**config.mk**
```make
export PLATFORM = sky130hd
export DESIGN_NAME = dly_code_latch
export DESIGN_NICKNAME = d
export VERILOG_FILES = /design/src/rtl/dly_code_pkg.sv /design/src/rtl/dly_code_ctrl.sv /design/src/rtl/dly_code_path.sv /design/src/rtl/dly_code_latch.sv
export SDC_FILE = /design/constraint.sdc
export NUM_CORES = 1
export LEC_CHECK = 0
export BUFFER_PORTS_ARGS = -buffer_cell sky130_fd_sc_hd__buf_2
export CAP_MARGIN = 20
export CORE_MARGIN = 2
export CORE_UTILIZATION = 40
export CTS_CLUSTER_DIAMETER = 60
export DETAILED_ROUTE_END_ITERATION = 10
export HOLD_SLACK_MARGIN = 0.02
export PLACE_DENSITY_LB_ADDON = 0.2
export SYNTH_ARGS = -nofsm -noshare
export SYNTH_HDL_FRONTEND = slang
export SYNTH_SLANG_ARGS = --single-unit
```
**constraint.sdc**
```tcl
create_clock -name clk -period 2.1 [get_ports clk]
set_input_delay 0.315 -clock clk [delete_from_list [all_inputs] [get_ports clk]]
set_output_delay 0.315 -clock clk [all_outputs]
set_load 0.005 [all_outputs]
```
**src/rtl/dly_code_pkg.sv**
```systemverilog
package dly_code_pkg;

  // Strobes from the control half to the datapath half.
  typedef struct packed {
    logic selHold;   // outputs come from the holding register, no capture
    logic forceMin;  // minimum override active
    logic forceMax;  // maximum override active (minimum not active)
  } dlyStrobe_t;

endpackage

```
**src/rtl/dly_code_ctrl.sv**
```systemverilog
module dly_code_ctrl
  import dly_code_pkg::*;
(
  input  logic       clk,
  input  logic       rstN,
  input  logic       loadEn,
  input  logic       setMin,
  input  logic       setMax,
  output dlyStrobe_t strb
);

  // Sampled load-enable; resets high so nothing is captured while
  // load-enable stays high through reset.
  logic loadEnQ;

  always_ff @(posedge clk) begin
    if (!rstN) loadEnQ <= 1'b1;
    else       loadEnQ <= loadEn;
  end

  // Holding starts once load-enable has been seen high at a clock edge
  // and is still high now.
  always_comb begin
    strb.selHold  = loadEn & loadEnQ;
    strb.forceMin = setMin;
    strb.forceMax = setMax & ~setMin;
  end


  lock_sel_chk: assert property (@(posedge clk) disable iff (!rstN)
    (loadEn && $past(loadEn)) |-> strb.selHold);


  one_force_chk: assert property (@(posedge clk) disable iff (!rstN)
    $onehot0({strb.forceMin, strb.forceMax}));

endmodule

```
**src/rtl/dly_code_path.sv**
```systemverilog
module dly_code_path
  import dly_code_pkg::*;
#(
  parameter int CODE_W = 10
) (
  input  logic              clk,
  input  logic              rstN,
  input  dlyStrobe_t        strb,
  input  logic [CODE_W-1:0] dataIn,
  input  logic              cascadeIn,
  output logic [CODE_W-1:0] delayCode,
  output logic              forceMax,
  output logic              cascadeOut,
  output logic              cascadeOutN
);

  localparam int FULL_W = CODE_W + 1;  // tap code plus cascade bit

  logic [FULL_W-1:0] liveIn;
  logic [FULL_W-1:0] heldCode;
  logic [FULL_W-1:0] passCode;
  logic [FULL_W-1:0] effCode;

  assign liveIn = {cascadeIn, dataIn};

  // Holding register tracks the inputs until the hold strobe is up.
  always_ff @(posedge clk) begin
    if (!rstN)              heldCode <= '0;
    else if (!strb.selHold) heldCode <= liveIn;
  end

  assign passCode = strb.selHold ? heldCode : liveIn;

  // Per-bit override cell: reset wins over set, both win over data.
  for (genvar b = 0; b < FULL_W; b++) begin : g_bit
    always_comb begin
      if (strb.forceMin)      effCode[b] = 1'b0;
      else if (strb.forceMax) effCode[b] = 1'b1;
      else                    effCode[b] = passCode[b];
    end
  end

  assign delayCode   = effCode[CODE_W-1:0];
  assign cascadeOut  = effCode[CODE_W];
  assign cascadeOutN = ~effCode[CODE_W];
  assign forceMax    = strb.forceMax;


  transparent_chk: assert property (@(posedge clk) disable iff (!rstN)
    (!strb.selHold && !strb.forceMin && !strb.forceMax)
      |-> ({cascadeOut, delayCode} == liveIn));


  min_zero_chk: assert property (@(posedge clk) disable iff (!rstN)
    strb.forceMin |-> (delayCode == '0 && !cascadeOut && !forceMax));


  casc_pair_chk: assert property (@(posedge clk) disable iff (!rstN)
    cascadeOut != cascadeOutN);


  held_keep_chk: assert property (@(posedge clk) disable iff (!rstN)
    (strb.selHold && $past(strb.selHold)) |-> (heldCode == $past(heldCode)));

endmodule

```
**src/rtl/dly_code_latch.sv**
```systemverilog
module dly_code_latch
  import dly_code_pkg::*;
#(
  parameter int CODE_W = 10
) (
  input  logic              clk,
  input  logic              rstN,
  input  logic [CODE_W-1:0] dataIn,
  input  logic              cascadeIn,
  input  logic              loadEn,
  input  logic              setMin,
  input  logic              setMax,
  output logic [CODE_W-1:0] delayCode,
  output logic              forceMax,
  output logic              cascadeOut,
  output logic              cascadeOutN
);

  dlyStrobe_t strb;

  dly_code_ctrl u_ctrl (
    .clk    (clk),
    .rstN   (rstN),
    .loadEn (loadEn),
    .setMin (setMin),
    .setMax (setMax),
    .strb   (strb)
  );

  dly_code_path #(.CODE_W(CODE_W)) u_path (
    .clk         (clk),
    .rstN        (rstN),
    .strb        (strb),
    .dataIn      (dataIn),
    .cascadeIn   (cascadeIn),
    .delayCode   (delayCode),
    .forceMax    (forceMax),
    .cascadeOut  (cascadeOut),
    .cascadeOutN (cascadeOutN)
  );

endmodule

```
==> qor.yml <==
synth_top_area_frac: 0.384
timing.critical_path.fanout_max: 13
globalRouteMet3Util: 0.0667
synth_area_leader_cell: "dfxtp_1"
num_antenna_cells: 0
cellLeakagePower_nw: 0.363
grt_overflow_total: 0
floorplan.die_area_um2: 1900
minimum_clock_period_after_layout_ns: 1.82
place.detailed.hpwl_um: 920
cap_viol_max_count: 0
cts_hold_repair.buffers: 0
cts-resized-gates: 0
floorplan.initialDensity: 0.420
drc_errors: 0
unrepaired_setup_endpoints_after_global_routing: "false"
ys_seq_elements: 12
globalRouteTotalUtil: 0.165
yosys.area_share.simple: 0.132
syn2layout_area_growth_pct: 22.0
final_hold_viol_count: 0
regToRegStartpoint: "u_ctrl.loadEnQ"
power.ir.vdd_worst_uv: 374
drtAntennaViolNets: 0
grt_util_met2: 0.282
worst_hold_path.endpoint: "u_ctrl.loadEnQ"
drt_first_iter_violations: 6
end_of_the_worst_register_to_register_path: "u_path.heldCode[10]"
synth_top_cells_by_area: "dfxtp_1 38%, a21bo_1 14%, a31oi_1 11%"
worst_hold_path.num_cells: 2
die_height_um: 43.5
slew_headroom: 0.731
final_design_area_no_fill_um2: 763
vias: 571
cp-end-kind: "output pin"
vias_per_cell: 5.24
cts.sinks: 12
place_area_um2: 741
clockBufferDepth: 2
grt_max_degree: 24
crit_arrival_ns: 1.50
worstSetupPathType: "register to output pin"
fin_nets: 111
final.setup_skew_ns: 0.00631
grt_pass1_vias: 561
holdCritStartpoint: "rstN"
final_critical_path_setup_slack_ns: 0.284
mostFrequentLayoutCell: "buf_2"
finalCritPeriodShare: 0.865
worst-r2r-cell-count: 3
drive_gt1_frac: 0.387
number_of_distinct_standard_cells_referenced_by_the_synthesized_netlist: 15
fmax_ghz: 0.551
postCtsSetupRepairBufs: 0
drt_pre_antenna_iters: 3
timing.critical_path.required_ns: 1.78
cts_tree: "yes"
synth-adder-area-share: 0
clk_latency_ns: 0.27
worst-slew-pin-transition_ns: 0.403
synth_cell_area_um2: 626
run_status: "completed"
clk_pin_slew_ns: 0.07
power.density_nw_per_um2: 639
portBuffers: 28
fp.dieW_um: 43.5
placed_cells: 106
finalSetupTns_ns: 0
drt-total-wl_um: 1350
power.total_mw: 0.488
drt-wirelength-per-cell_um: 12.3
timing.reg2reg.setup_slack_ns: 0.94
synth_nets: 84
final_cells: 109
finalSetupViolCount: 0
most-common-layout-cells: "28 x buf_2, 12 x dfxtp_1, 11 x a31oi_1, 11 x a21oi_1"
drv_slew: 0
grt_use_met1: 0.176
synth_seq_area_share: 0.384
fp.coreArea_um2: 1490
synth_compound_area_frac: 0.388
synth_xor_area_frac: 0
post_synth_inst_count: 68
grt_pass1_wl_um: 2310
yosysWarningCount: 0
final_replace_weighted_congestion: 0.651
cts_inserted_buffers: 3
cts_h_tree_depth: 1
syn-mean-instance-area_um2: 9.20
initial_antenna_violation_count: 0
largest_family_of_logic_cells_by_synthesized_area: "compound AO/OA/AOI/OAI gates"
num_io_pins: 29
synth_mux_area_frac: 0
setup.worst_path.start_class: "register"
grt.busiest_layer: "met2"
clk_root_buffer_cell: "clkbuf_4"
rows: 14
worst_hold_path_type: "primary input to register"
place_worst_setup_slack_ns: 0.571
filler_cell_count: 157
-- worst max-delay path: stages, from the launching register on --
cell     delay [ns]
dfxtp_1        0.56
buf_4          0.26
nand3_4        0.09
a31o_1         0.21
buf_2          0.12
-- flip-flops by register name, indices dropped and copies added (netlist names) --
signal and flops:
u_ctrl.loadEnQ 1, u_path.heldCode 11
-- power breakdown --
part / total [mW] / internal (mW) / switching [mW]
registers: 0.249 / 0.242 / 0.00718
clock network: 0.143 / 0.0663 / 0.0764
logic: 0.0963 / 0.0481 / 0.0482
total: 0.488 / 0.356 / 0.132
-- synth_stat cells, drive strengths merged --
cell type / n
dfxtp: 12
a21bo: 11
a21oi: 11
a31oi: 11
nand3: 11
buf: 4
clkbuf: 3
inv: 2
a31o: 1
nand2b: 1
nor2: 1
-- layout make-up --
class	count	area [µm²]	share of cell area
Multi-Input combinational cell	47	325	0.426
Sequential cell	12	240	0.315
Timing Repair Buffer	29	148	0.193
Clock buffer	3	22.5	0.0295
Tap cell	16	20.0	0.0262
Inverter	2	7.51	0.00984
-- layer usage --
metal	up-vias	wire, µm
li1	302	-
met1	253	590
met2	14	675
met3	2	71
met4	0	9
met5	-	0
-- how the worst max path moves through the flow --
stage	slack, ns	depth (start not counted)	from	to
floorplan	0.96	3	u_ctrl.loadEnQ	delayCode[1]
global placement	0.58	4	u_ctrl.loadEnQ	cascadeOutN
detailed placement	0.57	4	u_ctrl.loadEnQ	cascadeOutN
CTS	0.25	4	u_ctrl.loadEnQ	cascadeOutN
global route	0.15	4	u_ctrl.loadEnQ	delayCode[1]
finish	0.28	4	u_ctrl.loadEnQ	cascadeOutN
-- cell families (layout without fill, tap and decap cells) --
group,after synthesis,in the layout
flops,12,12
compound gates,34,34
buf+inv,9,34
simple gates,13,13
-- stage by stage --
step                       util  hold WS [ns]
after floorplan               -         0.388
after global placement    0.497         0.454
after detailed placement  0.497         0.454
after CTS                 0.513         0.218
after global routing      0.513         0.213
final                     0.513         0.232
No activity file was read; power rests on OpenSTA's default activity.
